### config.mk
export PLATFORM = sky130hd
export DESIGN_NAME = mesi_line_ctrl
export DESIGN_NICKNAME = d
export VERILOG_FILES = /design/src/rtl/mesi_pkg.sv /design/src/rtl/mesi_state_array.sv /design/src/rtl/mesi_snoop_unit.sv /design/src/rtl/mesi_cpu_unit.sv /design/src/rtl/mesi_line_ctrl.sv
export SDC_FILE = /design/constraint.sdc
export NUM_CORES = 1
export LEC_CHECK = 0
export BUFFER_PORTS_ARGS = -buffer_cell sky130_fd_sc_hd__buf_4
export CAP_MARGIN = 20
export CORE_AREA = 2 2 53 55
export DETAILED_ROUTE_END_ITERATION = 7
export DIE_AREA = 0 0 55 57
export GPL_TIMING_DRIVEN = 0
export HOLD_SLACK_MARGIN = 0.15
export PLACE_DENSITY = 0.78
export SYNTH_ARGS = -nofsm -noshare
export SYNTH_HDL_FRONTEND = slang
export SYNTH_SLANG_ARGS = --single-unit
### constraint.sdc
create_clock -name clk -period 2.31 [get_ports clk]
set_input_delay 0 -clock clk [delete_from_list [all_inputs] [get_ports clk]]
set_output_delay 0 -clock clk [all_outputs]
set_load 0.05 [all_outputs]
### src/rtl/mesi_pkg.sv
package mesi_pkg;

  typedef enum logic [1:0] {
    ST_I = 2'b00,
    ST_S = 2'b01,
    ST_E = 2'b10,
    ST_M = 2'b11
  } mesi_t;

  typedef enum logic [1:0] {
    CMD_NONE = 2'b00,
    CMD_READ = 2'b01,
    CMD_RFO  = 2'b10,
    CMD_UPGR = 2'b11
  } bus_cmd_t;

  // state a line takes after another agent's transaction
  function automatic mesi_t snoop_next(mesi_t cur, logic itw);
    if (cur == ST_I) return ST_I;
    return itw ? ST_I : ST_S;
  endfunction

  // state a line takes after a local request
  function automatic mesi_t cpu_next(mesi_t cur, logic miss, logic wr, logic shared);
    if (wr) return ST_M;
    if (miss) return shared ? ST_S : ST_E;
    return cur;
  endfunction

  // bus command a local request needs
  function automatic bus_cmd_t cpu_cmd(mesi_t cur, logic miss, logic wr);
    if (miss) return wr ? CMD_RFO : CMD_READ;
    if (wr && cur == ST_S) return CMD_UPGR;
    return CMD_NONE;
  endfunction

endpackage

### src/rtl/mesi_state_array.sv
module mesi_state_array
  import mesi_pkg::*;
#(
  parameter int IDX_W = 3
) (
  input  logic             clk,
  input  logic             rst_n,
  input  logic [IDX_W-1:0] rd_snp_idx,
  output mesi_t            rd_snp,
  input  logic [IDX_W-1:0] rd_cpu_idx,
  output mesi_t            rd_cpu,
  input  logic [IDX_W-1:0] rd_look_idx,
  output mesi_t            rd_look,
  input  logic             wr_snp_en,
  input  logic [IDX_W-1:0] wr_snp_idx,
  input  mesi_t            wr_snp_val,
  input  logic             wr_cpu_en,
  input  logic [IDX_W-1:0] wr_cpu_idx,
  input  mesi_t            wr_cpu_val,
  output mesi_t            state_all [1<<IDX_W]
);
  localparam int NUM_LINES = 1 << IDX_W;

  mesi_t line_q [NUM_LINES];

  for (genvar g = 0; g < NUM_LINES; g++) begin : g_line
    logic hit_cpu, hit_snp;
    assign hit_cpu = wr_cpu_en && (wr_cpu_idx == IDX_W'(g));
    assign hit_snp = wr_snp_en && (wr_snp_idx == IDX_W'(g));
    // the processor write is computed from the post-snoop state, so it wins
    always_ff @(posedge clk or negedge rst_n) begin
      if (!rst_n)       line_q[g] <= ST_I;
      else if (hit_cpu) line_q[g] <= wr_cpu_val;
      else if (hit_snp) line_q[g] <= wr_snp_val;
    end
    assign state_all[g] = line_q[g];
  end

  assign rd_snp  = line_q[rd_snp_idx];
  assign rd_cpu  = line_q[rd_cpu_idx];
  assign rd_look = line_q[rd_look_idx];

endmodule

### src/rtl/mesi_snoop_unit.sv
module mesi_snoop_unit
  import mesi_pkg::*;
(
  input  logic  snoop_valid,
  input  logic  snoop_itw,
  input  mesi_t cur,
  output logic  hit,
  output logic  wb,
  output logic  intv,
  output logic  wr_en,
  output mesi_t nxt
);
  logic dirty;

  assign dirty = (cur == ST_M);
  assign hit   = snoop_valid && (cur != ST_I);
  assign wb    = snoop_valid && dirty;
  assign intv  = snoop_valid && dirty && !snoop_itw;
  assign nxt   = snoop_next(cur, snoop_itw);
  assign wr_en = hit;

endmodule

### src/rtl/mesi_cpu_unit.sv
module mesi_cpu_unit
  import mesi_pkg::*;
(
  input  logic     cpu_valid,
  input  logic     cpu_write,
  input  logic     cpu_hit,
  input  logic     shared_in,
  input  mesi_t    cur,
  output bus_cmd_t cmd,
  output logic     wr_en,
  output mesi_t    nxt
);
  logic miss;

  assign miss  = !cpu_hit || (cur == ST_I);
  assign nxt   = cpu_next(cur, miss, cpu_write, shared_in);
  assign cmd   = cpu_valid ? cpu_cmd(cur, miss, cpu_write) : CMD_NONE;
  assign wr_en = cpu_valid;

endmodule

### src/rtl/mesi_line_ctrl.sv
module mesi_line_ctrl
  import mesi_pkg::*;
#(
  parameter int IDX_W = 3
) (
  input  logic             clk,
  input  logic             rst_n,
  input  logic             cpu_valid,
  input  logic             cpu_write,
  input  logic             cpu_hit,
  input  logic [IDX_W-1:0] cpu_idx,
  input  logic             shared_in,
  input  logic             snoop_valid,
  input  logic             snoop_itw,
  input  logic [IDX_W-1:0] snoop_idx,
  input  logic [IDX_W-1:0] look_idx,
  output logic [1:0]       look_state,
  output logic [1:0]       cpu_next_state,
  output logic [1:0]       bus_cmd,
  output logic             snoop_hit,
  output logic             wb_req,
  output logic             intervene
);
  localparam int NUM_LINES = 1 << IDX_W;

  mesi_t    st_snp, st_cpu, st_look, snp_nxt, cpu_nxt, cpu_cur;
  mesi_t    state_all [NUM_LINES];
  logic     snp_wr, cpu_wr, same_line;
  bus_cmd_t cmd;

  mesi_state_array #(.IDX_W(IDX_W)) u_array (
    .clk(clk), .rst_n(rst_n),
    .rd_snp_idx(snoop_idx), .rd_snp(st_snp),
    .rd_cpu_idx(cpu_idx),   .rd_cpu(st_cpu),
    .rd_look_idx(look_idx), .rd_look(st_look),
    .wr_snp_en(snp_wr), .wr_snp_idx(snoop_idx), .wr_snp_val(snp_nxt),
    .wr_cpu_en(cpu_wr), .wr_cpu_idx(cpu_idx),   .wr_cpu_val(cpu_nxt),
    .state_all(state_all)
  );

  mesi_snoop_unit u_snoop (
    .snoop_valid(snoop_valid), .snoop_itw(snoop_itw), .cur(st_snp),
    .hit(snoop_hit), .wb(wb_req), .intv(intervene),
    .wr_en(snp_wr), .nxt(snp_nxt)
  );

  // a snoop on the same line is ordered ahead of the local request
  assign same_line = snoop_valid && (snoop_idx == cpu_idx);
  assign cpu_cur   = same_line ? snp_nxt : st_cpu;

  mesi_cpu_unit u_cpu (
    .cpu_valid(cpu_valid), .cpu_write(cpu_write), .cpu_hit(cpu_hit),
    .shared_in(shared_in), .cur(cpu_cur),
    .cmd(cmd), .wr_en(cpu_wr), .nxt(cpu_nxt)
  );

  assign look_state     = st_look;
  assign cpu_next_state = cpu_nxt;
  assign bus_cmd        = cmd;

  // ---------------- assertions ----------------
  logic             wr_q, itw_q, wb_q, same_q, same_wr_q;
  logic [IDX_W-1:0] cpu_idx_q, snp_idx_q;

  always_ff @(posedge clk or negedge rst_n) begin
    if (!rst_n) begin
      wr_q <= 1'b0; itw_q <= 1'b0; wb_q <= 1'b0;
      same_q <= 1'b0; same_wr_q <= 1'b0;
      cpu_idx_q <= '0; snp_idx_q <= '0;
    end else begin
      wr_q      <= cpu_valid && cpu_write;
      itw_q     <= snoop_valid && snoop_itw;
      wb_q      <= wb_req;
      same_q    <= cpu_valid && same_line;
      same_wr_q <= cpu_valid && cpu_write && same_line;
      cpu_idx_q <= cpu_idx;
      snp_idx_q <= snoop_idx;
    end
  end

  // any local write leaves the line Modified
  p_write_ends_m_r4: assert property (@(posedge clk) disable iff (!rst_n)
    wr_q |-> state_all[cpu_idx_q] == ST_M);

  // intent-to-write from another agent kills the local copy
  p_itw_kills_r9: assert property (@(posedge clk) disable iff (!rst_n)
    (itw_q && !same_q) |-> state_all[snp_idx_q] == ST_I);

  // after a write-back the line is no longer owned dirty
  p_wb_drops_owner_r8: assert property (@(posedge clk) disable iff (!rst_n)
    (wb_q && !same_wr_q) |-> state_all[snp_idx_q] != ST_M);

  // read hits on a valid copy stay off the bus
  p_silent_read_r7: assert property (@(posedge clk) disable iff (!rst_n)
    (cpu_valid && !cpu_write && cpu_hit && cpu_cur != ST_I) |-> bus_cmd == 2'b00);

  // intervention only ever comes from a line this cache holds
  p_intervene_hit_r8: assert property (@(posedge clk) disable iff (!rst_n)
    intervene |-> (snoop_hit && wb_req));

endmodule

* Yosys cells after proc, flatten, opt, wreduce, memory -nomap -nowiden
Index checks and enable logic that the tools add are counted.
** Operators by class
- Divide/modulo/power cells :: 0
- Muxes and demuxes :: 46
- Bitwise logic cells :: 3
- Equality and inequality tests :: 17
- $lt $le $gt $ge :: 3
- Shifts and indexed selects :: 0
- $add $sub $neg :: 0
- Reductions and logical operators :: 37
- Multiply operators :: 0
** Operator list (count)
- 2-bit two-way mux :: 36
- 3-bit equality test, second input constant :: 8
- 1-bit logical AND :: 21
- 2-bit binary-select mux with 3-bit select :: 3
- 2-bit nonzero test :: 9
- 3-bit by 2-bit equality test with 1-bit output, second input constant :: 4
- 4-bit >= comparator, second input constant :: 3
- 3-bit NOT with 4-bit output :: 3
- 1-bit two-way mux :: 7
- 3-bit by 1-bit equality test with 1-bit output, second input constant :: 2
- 3-bit logical NOT :: 2
- 2-bit logical NOT :: 2
- 3-bit equality test :: 1
- 2-bit by 1-bit equality test with 1-bit output, second input constant :: 1
- 2-bit equality test, second input constant :: 1
- 1-bit logical NOT :: 2
- 1-bit logical OR :: 1
** Storage, ports and cells
- Flip-flop bits (word level) :: 16
- ROM bits :: 0
- Bits in writable memories :: 0
- Bits in latches :: 0
- Memories :: 0
- Output and inout bits :: 9

* Depth between registers and ports, before layout
Gate-level depths: netlist of the first run.
- Depth after elaboration :: 15
- Depth in mapped cells :: 6
- Mapped depth without buffers :: 5

* Modules after synthesis
A second synthesis of the first run with hierarchy kept.
** Second synthesis, totals
- Cell total of the unflattened synthesis :: 125
- Area total of the unflattened synthesis :: 1446.4 um^2
** By module, submodules not included
- mesi_state_array :: seq. area each 400.4 um^2, instances 1, cells an instance 102, area an instance 1263.7 um^2
- mesi_cpu_unit :: seq. area each 0.0 um^2, instances 1, cells an instance 10, area an instance 73.8 um^2
- mesi_line_ctrl :: seq. area each 0.0 um^2, instances 1, cells an instance 6, area an instance 55.1 um^2
- mesi_snoop_unit :: seq. area each 0.0 um^2, instances 1, cells an instance 7, area an instance 53.8 um^2

* Worst setup path after synthesis of the first run
Ideal clock, no wire load.
- Path kind :: register to output
- Start point :: register u_array.line_q, in the netlist u_array.state_all[1]
- End point :: output port bus_cmd[0]
- Data required time :: 2310 ps
- Arrival time :: 2520 ps
- Stages on the path, launching flop included :: 6
- Setup slack :: -210 ps
- Cell sequence :: dfrtp_1 -> mux4_2 -> mux2_2 -> nand2_1 -> nand3b_1 -> o31ai_1
** Between the ends
- Cells in the longest elaborated chain, start to end :: 14
- Elaborated cells on any way between the ends :: 21
- Those cells by class :: 1 x eq/ne; 16 x mux; 4 x reduce/logical
** RTL lines
- from (decl) :: line mesi_state_array.sv:24 : mesi_t line_q [NUM_LINES];
- from (signal, indexed assignment) :: line mesi_state_array.sv:33 : else if (hit_cpu) line_q[g] <= wr_cpu_val;
- from (signal, indexed assignment) :: line mesi_state_array.sv:34 : else if (hit_snp) line_q[g] <= wr_snp_val;
- 2-bit binary-select mux with 3-bit select :: line mesi_state_array.sv:39 : assign rd_snp = line_q[rd_snp_idx];
- 2-bit two-way mux (implied by the code) (2 in a row) :: line mesi_state_array.sv:39
- 2-bit logical NOT :: line mesi_pkg.sv:19 : if (cur == ST_I) return ST_I;
- 1-bit two-way mux :: line mesi_pkg.sv:19
- 2-bit two-way mux :: line mesi_pkg.sv:20 : return itw ? ST_I : ST_S;
- 2-bit two-way mux * :: line mesi_line_ctrl.sv:49 : assign cpu_cur = same_line ? snp_nxt : st_cpu;
- 2-bit by 1-bit equality test with 1-bit output :: line mesi_pkg.sv:33 : if (wr && cur == ST_S) return CMD_UPGR;
- 1-bit logical AND :: line mesi_pkg.sv:33
- 1-bit two-way mux (2 in a row) :: line mesi_pkg.sv:33
- 2-bit two-way mux :: line mesi_pkg.sv:34 : return CMD_NONE;
- 2-bit two-way mux * :: line mesi_pkg.sv:33
- 2-bit two-way mux * :: line mesi_cpu_unit.sv:17 : assign cmd = cpu_valid ? cpu_cmd(cur, miss, cpu_write) : CMD_NONE;
- to (decl) :: line mesi_line_ctrl.sv:19 : output logic [1:0] bus_cmd,
Mark *: on every way between the ends. The rest lies on a longest branch, timed or not. The select of a mux whose other input is x is not followed.

* Worst setup path after layout of the first run
- Start point :: register u_array.line_q, in the netlist u_array.state_all[10]
- End point :: output port cpu_next_state[1]
** Between the ends
- Cells in the longest elaborated chain, start to end :: 13
- Elaborated cells on any way between the ends :: 17
- Those cells by class :: 14 x mux; 3 x reduce/logical
** RTL lines
- 2-bit binary-select mux with 3-bit select :: line mesi_state_array.sv:39
- 2-bit two-way mux (implied by the code) (2 in a row) :: line mesi_state_array.sv:39
- 2-bit logical NOT :: line mesi_pkg.sv:19
- 1-bit two-way mux :: line mesi_pkg.sv:19
- 2-bit two-way mux :: line mesi_pkg.sv:20
- 2-bit two-way mux * :: line mesi_line_ctrl.sv:49
- 2-bit logical NOT :: line mesi_cpu_unit.sv:15 : assign miss = !cpu_hit || (cur == ST_I);
- 1-bit logical OR :: line mesi_cpu_unit.sv:15
- 1-bit two-way mux (2 in a row) :: line mesi_pkg.sv:26 : if (miss) return shared ? ST_S : ST_E;
- 2-bit two-way mux * :: line mesi_pkg.sv:27 : return cur;
- 2-bit two-way mux * :: line mesi_pkg.sv:26
- to (decl) :: line mesi_line_ctrl.sv:18 : output logic [1:0] cpu_next_state,
Marked as above.

==> run metrics, run 1 <==
status finished, final reports clean; Post-Syn Area per Cell between 10 and 15 um^2; met1 Usage GRT between 30% and 40%; worst vdd ir between 0.5 and 0.6 mV; # port buffers 19; Cell Area, Synth 1370 um^2; Clock Skew about 6.0 ps; final WL roughly 3600 um; clk buf depth 2; first-pass GRT wire length between 5000 and 6000 um; Final Power approximately 1300 uW; GRT Total Usage 25.8%; hold_ws 175 ps; initial antenna violation count 0; Rel. slew slack between 50% and 60%; clock sink count 16; Arr. time, crit path 2260 ps; total net switching power between 500 and 600 uW; LEAKAGE about 0.00076 uW; syn nets 141; register share of total power 36.1%; area delta synth->final 23.7%; reg2reg start u_array.state_all[10]$_DFFE_PN0P_; GP Congestion 0.930; hold_sp snoop_idx[0]; vias in the first global route 1198; Post-Syn Instances between 100 and 150; Ys Warns 0; Yosys cell types 30; Die X ~55 um; Core Rows 19; CORE AREA approximately 2600 um^2; total of max-cap violations 0; nets between 150 and 200; Initial Utilization 52.2%; CP Max Fanout 5; Max Clk Rate 0.443 GHz; unrepaired setup endpoints after global routing no; I/O pin cnt 26; fin. max-slew vios 0; Hold EP u_array.state_all[5]$_DFFE_PN0P_; via/cell ratio 6.45; FF-to-FF path depth 6; class of the most critical setup path reg2out; final setup violation count 0; Required @ worst endpoint 2310 ps; H-tree depth reported by CTS 1; routed vias around 1200; WL/cell 19.3 um; part of the power in combinational logic around half; GR peak layer met2; crit path capture type output pin; gr ovfl total 0; antenna-violating nets left 0; CTS tree done; clock-pin slew on the worst setup and hold paths roughly 100 ps; fin crit share 97.6%; Die Y-Extent approximately 57 um; Startpoint Class flop; largest net degree at the start of global routing 17; Post-Route Setup TNS 0 ps; Internal ~770 uW; # DRC 0; r2r setup slk approximately 190 ps; post-DP HPWL 2660 um; total die area approximately 3100 um^2; most frequent cells in the layout 23 x buf_4, 17 x mux2i_1, 16 x nand3_1, 16 x dfrtp_1, 12 x mux4_2; r2r endpoint u_array.state_all[13]$_DFFE_PN0P_; Final min period about 2300 ps; Worst Tran Pin Value ~720 ps; clock share of power roughly 14%; layout cells sized above 1 a little over a third; antenna cells 0; total CTS buffers 3; GR Util met3 2.88%; Net Sw Frac between 40% and 50%; GRT met2 Usage 41.5%; Pre-antenna DRT Iters 4; post-synthesis sequential area ratio a little under 30%; Skew-Pair Late Insertion Delay about 300 ps; Min-Delay Path Class in2reg; Yosys reg bits 16; most common cell after layout, fill and taps aside buf_4; Hold Path Stages 4; initial drt markers 53; Cell Count, Final, Fillers Out 188; max reg flops 16; Root Driver clkbuf_4; PD cells 782 nW/um^2; Final Hold Viols 0; placed insts 174
metrics by stage:
step / area, um^2 / utilization [%] / setup WS [ps]
after floorplan: 1370 / - / 210
after global placement: 1550 / 59.3 / 105
after detailed placement: 1550 / 59.3 / 13.3
after CTS: 1670 / 64.0 / 13.6
after global routing: 1690 / 64.6 / 8.61
final: 1690 / 64.6 / 54.6
critical path, stage by stage, from the launching register on:
cell and delay, ps:
dfrtp_1 430, mux4_2 540, o21ai_4 240, a2111oi_4 140, o31a_1 360, inv_1 90, buf_6 150
cell type report:
| class | instances | area, um^2 |
|---|---|---|
| clock buffer | 4 | 36.3 |
| multi-input combinational | 97 | 912 |
| tap | 31 | 38.8 |
| fill | 223 | 926 |
| inverter | 5 | 18.8 |
| buffer | 6 | 43.8 |
| sequential | 16 | 400 |
| timing repair buffer | 29 | 239 |
repair_timing:
action | 4_1_cts | 5_1_grt
pin swaps | 2 | 3
hold buffers | 7 | 0
hold endpoints to repair | 25 | 0
setup buffers | 2 | 1
endpoints found under the setup margin | 9 | 3
gates resized for setup | 0 | 3
cell usage after synthesis:
cell type  number  area (um^2)
a21oi_1         1         5.00
and2_1          1         6.26
a21boi_0        1         7.51
o31a_1          1         8.76
nand2_1         6         22.5
o31ai_1         1         7.51
o21ai_0         1         5.00
nand3b_1        1         7.51
nor2b_1         6         37.5
nor2_1          2         7.51
or2_2           3         18.8
o21ai_2         1         8.76
o21ai_1         8         40.0
buf_6           1         11.3
and3_1          2         12.5
inv_1           5         18.8
mux2i_1        17          170
xnor2_1         3         26.3
buf_4           2         15.0
mux2_2          3         33.8
nand2b_1        2         12.5
buf_2           3         15.0
mux4_2         12          270
a2111oi_4       2         55.1
dfrtp_1        16          400
o2111ai_1       2         17.5
a41oi_1         1         8.76
nand4_1         3         18.8
nand3_1        16         80.1
o21ai_4         1         16.3
routing by layer:
layer | routed length (um) | vias up
li1 | - | 546
met1 | 1490 | 605
met2 | 1830 | 57
met3 | 265 | 5
met4 | 51 | 0
met5 | 0 | -
power groups by stage:
stage	Sequential [uW]	Combinational, uW	Clock, uW
floorplan	429	485	0
global placement	460	598	0
detailed placement	476	617	0
CTS	469	639	196
global route	483	700	203
finish	477	653	191
how the worst max path moves through the flow:
| stage | slack, ps | end | start | depth (start not counted) |
|---|---|---|---|---|
| 6_report | 50 | cpu_next_state[1] | u_array.state_all[10]$_DFFE_PN0P_ | 6 |
| 5_1_grt | 9 | bus_cmd[0] | cpu_idx[2] | 8 |
| 3_5_place_dp | 10 | u_array.state_all[2]$_DFFE_PN0P_ | u_array.state_all[7]$_DFFE_PN0P_ | 5 |
| 3_3_place_gp | 110 | u_array.state_all[4]$_DFFE_PN0P_ | u_array.state_all[3]$_DFFE_PN0P_ | 5 |
| 4_1_cts | 10 | cpu_next_state[1] | u_array.state_all[7]$_DFFE_PN0P_ | 6 |
| 2_1_floorplan | 210 | bus_cmd[0] | u_array.state_all[1]$_DFFE_PN0P_ | 5 |
cell families after synthesis:
family,synth area share [%]
simple gates,16.4
mux,34.7
compound gates,13.2
flops,29.3
buf+inv,4.40
xor+xnor,1.93
Note: power is estimated with default switching activity, not from simulation.
==> inputs of run 2 (changes only) <==
- CELL_PAD_IN_SITES_DETAIL_PLACEMENT: default -> 1
- CELL_PAD_IN_SITES_GLOBAL_PLACEMENT: default -> 1
- CORE_AREA: 2 2 53 55 -> 2 2 59 61
- CTS_BUF_LIST: default -> sky130_fd_sc_hd__clkbuf_8
- DIE_AREA: 0 0 55 57 -> 0 0 61 63
- PLACE_DENSITY: 0.78 -> default
- PLACE_DENSITY_LB_ADDON: default -> 0.1
==> run metrics, run 2 (synthesis gave the netlist of run 1 again) <==
gr ovfl total 0 (unchanged); GRT Total Usage 23.5% (-2.3 points); antenna cells 0 (unchanged); CORE AREA 3230 um^2 (+24%); Design Area, Final 1710 um^2 (+1.2%); hold_ws 150 ps (-25.0 ps); part of the power in combinational logic 47.2% (-2.2 points); class of the most critical setup path reg2out; r2r endpoint u_array.state_all[14]$_DFFE_PN0P_; max reg flops 16 (unchanged); largest net degree at the start of global routing 17 (unchanged); Startpoint Class flop; Rel. slew slack 48.3% (-3.3 points); FF-to-FF path depth 6 (unchanged); Final min period 2220 ps (-35.1 ps); final setup violation count 0 (unchanged); clock sink count 16 (unchanged); Die X 61 um (+11%); worst vdd ir 0.477 mV (-11%); total die area 3840 um^2 (+23%); Skew-Pair Late Insertion Delay 260 ps (-40 ps); fin crit share 96.1% (-1.5 points); r2r setup slk 210 ps (+20 ps); Final Power 1400 uW (+5.9%); Net Sw Frac 40.8% (-0.69 points); Worst Tran Pin Value 773 ps (+48.7 ps); vias in the first global route 1210 (+1.0%); WL/cell 20.4 um (+5.6%); total of max-cap violations 0 (unchanged); crit path capture type output pin; routed vias 1183 (-2.5%); Initial Utilization 42.2% (-10 points); CTS tree done; # DRC 0 (unchanged); nets 173 (-1.1%); PD cells 819 nW/um^2 (+4.7%); LEAKAGE 0.000769 uW (+0.78%); clk buf depth 2 (unchanged); Required @ worst endpoint 2310 ps (about the same); area delta synth->final 25.2%; Post-Route Setup TNS 0 ps (unchanged); Clock Skew 6.29 ps (+0.313 ps); Core Rows 21 (+2); status finished, final reports clean; clock share of power 18.5% (+4.0 points); Arr. time, crit path 2220 ps (-40 ps); layout cells sized above 1 37.4% (+1.8 points); total CTS buffers 3 (unchanged); initial antenna violation count 0 (unchanged); Pre-antenna DRT Iters 4 (unchanged); final WL 4110 um (+13%); hold_sp shared_in; I/O pin cnt 26 (unchanged); Internal 829 uW (+7.2%); Final Hold Viols 0 (unchanged); unrepaired setup endpoints after global routing no; Max Clk Rate 0.450 GHz (+1.6%); most frequent cells in the layout 26 x buf_4, 17 x mux2i_1, 16 x nand3_1, 16 x dfrtp_1, 12 x mux4_2; # port buffers 19 (unchanged); H-tree depth reported by CTS 1 (unchanged); reg2reg start u_array.state_all[0]$_DFFE_PN0P_; antenna-violating nets left 0 (unchanged); placed insts 189 (+8.6%); via/cell ratio 5.89 (-8.8%); Hold EP u_array.state_all[3]$_DFFE_PN0P_; initial drt markers 38 (-28%); GP Congestion 0.896 (-3.7%); register share of total power 34.3% (-1.8 points); placed cell area 1570 um^2 (+1.2%); clock-pin slew on the worst setup and hold paths 60 ps (-40 ps); post-DP HPWL 3120 um (+18%); first-pass GRT wire length 6450 um (+12%); most common cell after layout, fill and taps aside buf_4; Die Y-Extent 63 um (+11%); Cell Count, Final, Fillers Out 201 (+6.9%); total net switching power 571 uW (+4.2%); Min-Delay Path Class in2reg; CP Max Fanout 6 (+1); Root Driver clkbuf_8; Hold Path Stages 3 (-1); fin. max-slew vios 0 (unchanged)
-- run 2: cell types whose count changed in the layout (fill, tap and decap cells not counted), moves of 3 or more --
cell / delta
clkbuf_4: -4
dlygate4sd3_1: -4
buf_4: +3
clkbuf_8: +3
-- run 2: critical path: stages, from the launching register on --
cell and delay [ps]:
dfrtp_1 430, mux4_2 560, o21ai_4 210, a2111oi_4 120, o31a_4 390, inv_1 60, buf_4 190
-- run 2: per-stage QoR --
stage / worst slack (ps) / util (%)
2_1_floorplan: 210 / -
3_3_place_gp: 67.5 / 48.6
3_5_place_dp: -29.8 / 48.6
4_1_cts: 1.89 / 52.0
5_1_grt: 22.7 / 52.9
6_report: 89.7 / 52.9
-- run 2: power by group through the flow --
stage / combinational [uW] / sequential, uW / clock (uW)
floorplan: 485 / 429 / 0
global placement: 606 / 466 / 0
detailed placement: 629 / 483 / 0
CTS: 650 / 477 / 263
global route: 712 / 489 / 271
finish: 660 / 481 / 259
-- run 2: worst max path at each step --
stage                                            startpoint  cells past startpoint  slack [ps]                                 to
after floorplan            u_array.state_all[1]$_DFFE_PN0P_                      5         210                         bus_cmd[0]
after global placement     u_array.state_all[3]$_DFFE_PN0P_                      5          70   u_array.state_all[2]$_DFFE_PN0P_
after detailed placement   u_array.state_all[3]$_DFFE_PN0P_                      5         -30  u_array.state_all[14]$_DFFE_PN0P_
after CTS                  u_array.state_all[1]$_DFFE_PN0P_                      6           2                  cpu_next_state[1]
after global routing      u_array.state_all[11]$_DFFE_PN0P_                      6          20                         bus_cmd[0]
final                      u_array.state_all[2]$_DFFE_PN0P_                      6          90                  cpu_next_state[1]
-- run 2: what timing repair did --
item                                    4_1_cts  5_1_grt
pin swaps                                     3        2
gates resized for setup                       2        1
endpoints found under the setup margin       10        2
endpoints found under the hold margin        18        0
hold buffers                                  3        0
buffers inserted                              2        3
-- run 2: area by class of cell --
type	instances	area (um^2)
clock buffer	4	55.1
sequential	16	400
inverter	5	18.8
buffer	6	41.3
multi-input combinational	97	926
tap	46	57.6
fill	372	1520
timing repair buffer	27	210
-- run 2: routing by layer --
metal	part of all wire, %	track usage [%]
met4	1.6	6.79
met5	0	0
met3	4.0	3.93
met1	43	32.0
met2	51	37.9
==> inputs of run 3 (changes only) <==
- ABC_AREA: default -> 1
- CORE_AREA: 2 2 59 61 -> 2 2 65 67
- DIE_AREA: 0 0 61 63 -> 0 0 67 69
- PLACE_DENSITY: default -> 0.95
- PLACE_DENSITY_LB_ADDON: 0.1 -> default
- clock period: 2.31 -> 2.6 ns (I/O delays scaled with it)
==> run metrics, run 3 <==
initial antenna violation count 0 (unchanged); Cell Area, Synth 1670 um^2 (+23%); first-pass GRT wire length 8910 um (+38%); antenna-violating nets left 0 (unchanged); post-synthesis sequential area ratio 23.9% (-5.4 points); worst vdd ir 0.395 mV (-17%); unrepaired setup endpoints after global routing no; Rel. slew slack 51.4% (+3.1 points); Worst path max stage delay 450 ps (-110 ps); vias in the first global route 1936 (+60%); WL/cell 15.6 um (-24%); Final Hold Viols 0 (unchanged); most common cell in the synthesized netlist nand2_1; post-cts sizing count 0 (-2); crit path capture type output pin; clk buf depth 2 (unchanged); clock-pin slew on the worst setup and hold paths 70 ps (about the same); Yosys reg bits 16 (unchanged); layout cells sized above 1 23.5% (-14 points); Pre-antenna DRT Iters 4 (unchanged); H-tree depth reported by CTS 1 (unchanged); Clock Skew 1.40 ps (-4.89 ps); GP Congestion 0.909 (+1.5%); final setup violation count 0 (unchanged); nets 312 (+80%); Async SR Flop Fraction 100% (unchanged); total of max-cap violations 0 (unchanged); PD cells 555 nW/um^2 (-32%); class of the most critical setup path reg2out; fraction of synthesized area in multiplexers 0% (-35 points); Initial Utilization 42.8% (+0.54 points); CORE AREA 3910 um^2 (+21%); adder-cell share of the synthesized area 0% (unchanged); Post-Syn Instances 268 (+120%); Core Rows 23 (+9.5%); gr ovfl total 0 (unchanged); post-synthesis compound-gate area fraction 11.6% (-1.6 points); fin. max-slew vios 0 (unchanged); # DRC 0 (unchanged); Max Clk Rate 0.514 GHz; # port buffers 20 (+1); routed vias 1849 (+56%); Util after Layout 50.1% (-2.8 points); fin crit share approximately 75%; Root Driver clkbuf_8; number of synthesized flops with an enable pin 0 (unchanged); clock sink count 16 (unchanged); max reg flops 16 (unchanged); Yosys cell types 31 (+3.3%); Die X 67 um (+9.8%); GRT Total Usage 24.9% (+1.3 points); area leader, netlist dfrtp_1; share of the synthesized area in the top cell type 23.9% (-5.4 points); Min-Delay Path Class in2reg; WP buf/inv 1 (-1); initial drt markers 84 (+120%); Required @ worst endpoint 2600 ps (+290 ps); antenna cells 0 (unchanged); total CTS buffers 3 (unchanged); final WL 5360 um (+30%); Post-Route Setup TNS 0 ps (unchanged); Die Y-Extent 69 um (+9.5%); via/cell ratio 5.38 (-8.7%); Worst Tran Pin Value 727 ps (-46.5 ps); Skew-Pair Late Insertion Delay 260 ps (about the same); Area contributors post-synth dfrtp_1 24%, nand2_1 19%, nor2_1 6.5%, nand3_1 6.3%, inv_1 5.8%; I/O pin cnt 26 (unchanged); CTS tree done; Post-Syn Area per Cell 6.25 um^2 (-43%); most common cell after layout, fill and taps aside nand2_1; Main synth FF type dfrtp_1; largest net degree at the start of global routing 17 (unchanged); most frequent CP cell nand2_1; Ys Warns 0 (unchanged); CP Max Fanout 10 (+4); Arr. time, crit path 1940 ps (-280 ps); Slowest-stage cell, CP dfrtp_1; Startpoint Class flop; Final min period ~1900 ps; most frequent cells in the layout 85 x nand2_1, 29 x nor2_1, 26 x inv_1; Critical Path, Cell by Cell nand2_1 -> nand2_1 -> nand2_1 -> nand3_2 -> nand2_4 -> nand2_4 -> nand2_8 -> nand2_8 -> nand2_8 -> nand2_1 -> a21oi_1 -> buf_4; Synth Area in Simple Gates 53.8% (+37 points); LEAKAGE 0.000981 uW (+28%); post-DP HPWL 4200 um (+35%); total die area 4620 um^2 (+20%); CP delay by family, top simple AND/OR/NAND/NOR gates; largest family of logic cells by synthesized area simple AND/OR/NAND/NOR gates; syn nets 285 (+100%); Synth top cells by count 85 x nand2_1, 29 x nor2_1, 26 x inv_1, 21 x nand3_1, 16 x dfrtp_1; status finished, final reports clean; Post-Synth XOR/XNOR Area 0.523% (-1.4 points); area delta synth->final 17.2%
run 3: cell count changes after synthesis, sizes merged, moves of 5 or more:
cell	before	now
o21ai	11	18
mux4	12	0
nand4	3	8
a21oi	1	11
nand2	6	108
nor2b	6	0
inv	5	33
mux2i	17	0
nor2	2	31
nand3	16	27
run 3: cell type report:
class,count,area (um^2)
multi-input cells,212,1100
inverters,34,133
clock buffers,4,55.1
plain buffers,6,37.5
well taps,50,62.6
fillers,549,1950
repair buffers,22,170
flip-flops and latches,16,400
run 3: path summary, 6_finish.rpt:
check,startpoint,to,slack [ps],cells after the start
worst max-delay path,u_array.state_all[3]$_DFFE_PN0P_,bus_cmd[0],660,12
worst min register to register,u_array.state_all[11]$_DFFE_PN0P_,u_array.state_all[11]$_DFFE_PN0P_,540,2
min in group asynchronous,rst_n,u_array.state_all[5]$_DFFE_PN0P_,870,3
worst min-delay path,shared_in,u_array.state_all[4]$_DFFE_PN0P_,160,5
max in group asynchronous,rst_n,u_array.state_all[13]$_DFFE_PN0P_,1270,3
worst max register to register,u_array.state_all[2]$_DFFE_PN0P_,u_array.state_all[7]$_DFFE_PN0P_,940,11
run 3: cell families after synthesis:
kind of cell	count (synthesis)
AO/OA/AOI/OAI	33
buffers and inverters	40
XOR/XNOR	1
AND/OR/NAND/NOR	178
flip-flops	16
run 3: power breakdown:
| part | leakage, uW | switching, uW | internal [uW] |
|---|---|---|---|
| combinational | 0.000756 | 309 | 160 |
| sequential | 0.000196 | 83.2 | 308 |
| clock | 0.0000288 | 94.3 | 135 |
run 3: stage by stage:
stage / area (um^2) / setup WS [ps] / hold WS (ps) / power (uW) / cells
finish: 1960 / 656 / 157 / 1090 / 344
global route: 1960 / 523 / 173 / 1160 / 344
CTS: 1960 / 654 / 152 / 1090 / 344
detailed placement: 1890 / 942 / -130 / 859 / 338
global placement: 1890 / 1000 / -129 / 841 / 338
floorplan: 1670 / 432 / -296 / 704 / 268
run 3: layer usage:
layer	track usage [%]	part of all wire (%)	vias to the layer above
li1	-	-	912
met2	44.0	51	44
met5	0	0	-
met4	5.67	0.54	0
met1	32.0	44	891
met3	2.12	4.4	2
run 3: worst reg2reg max path: stages (launching register included):
cell and delay (ps):
dfrtp_1 430, inv_1 80, o21ai_0 160, nand2_1 100, nand3_1 100, nand2_2 70
a21oi_4 200, nand2_8 110, nand2_4 80, nand2_4 90, nand2_1 80, nand2_1 50
run 3: repair_timing:
| item | CTS | global route |
|---|---|---|
| setup buffers | 0 | 0 |
| hold buffers | 2 | 0 |
| endpoints found under the hold margin | 16 | 0 |
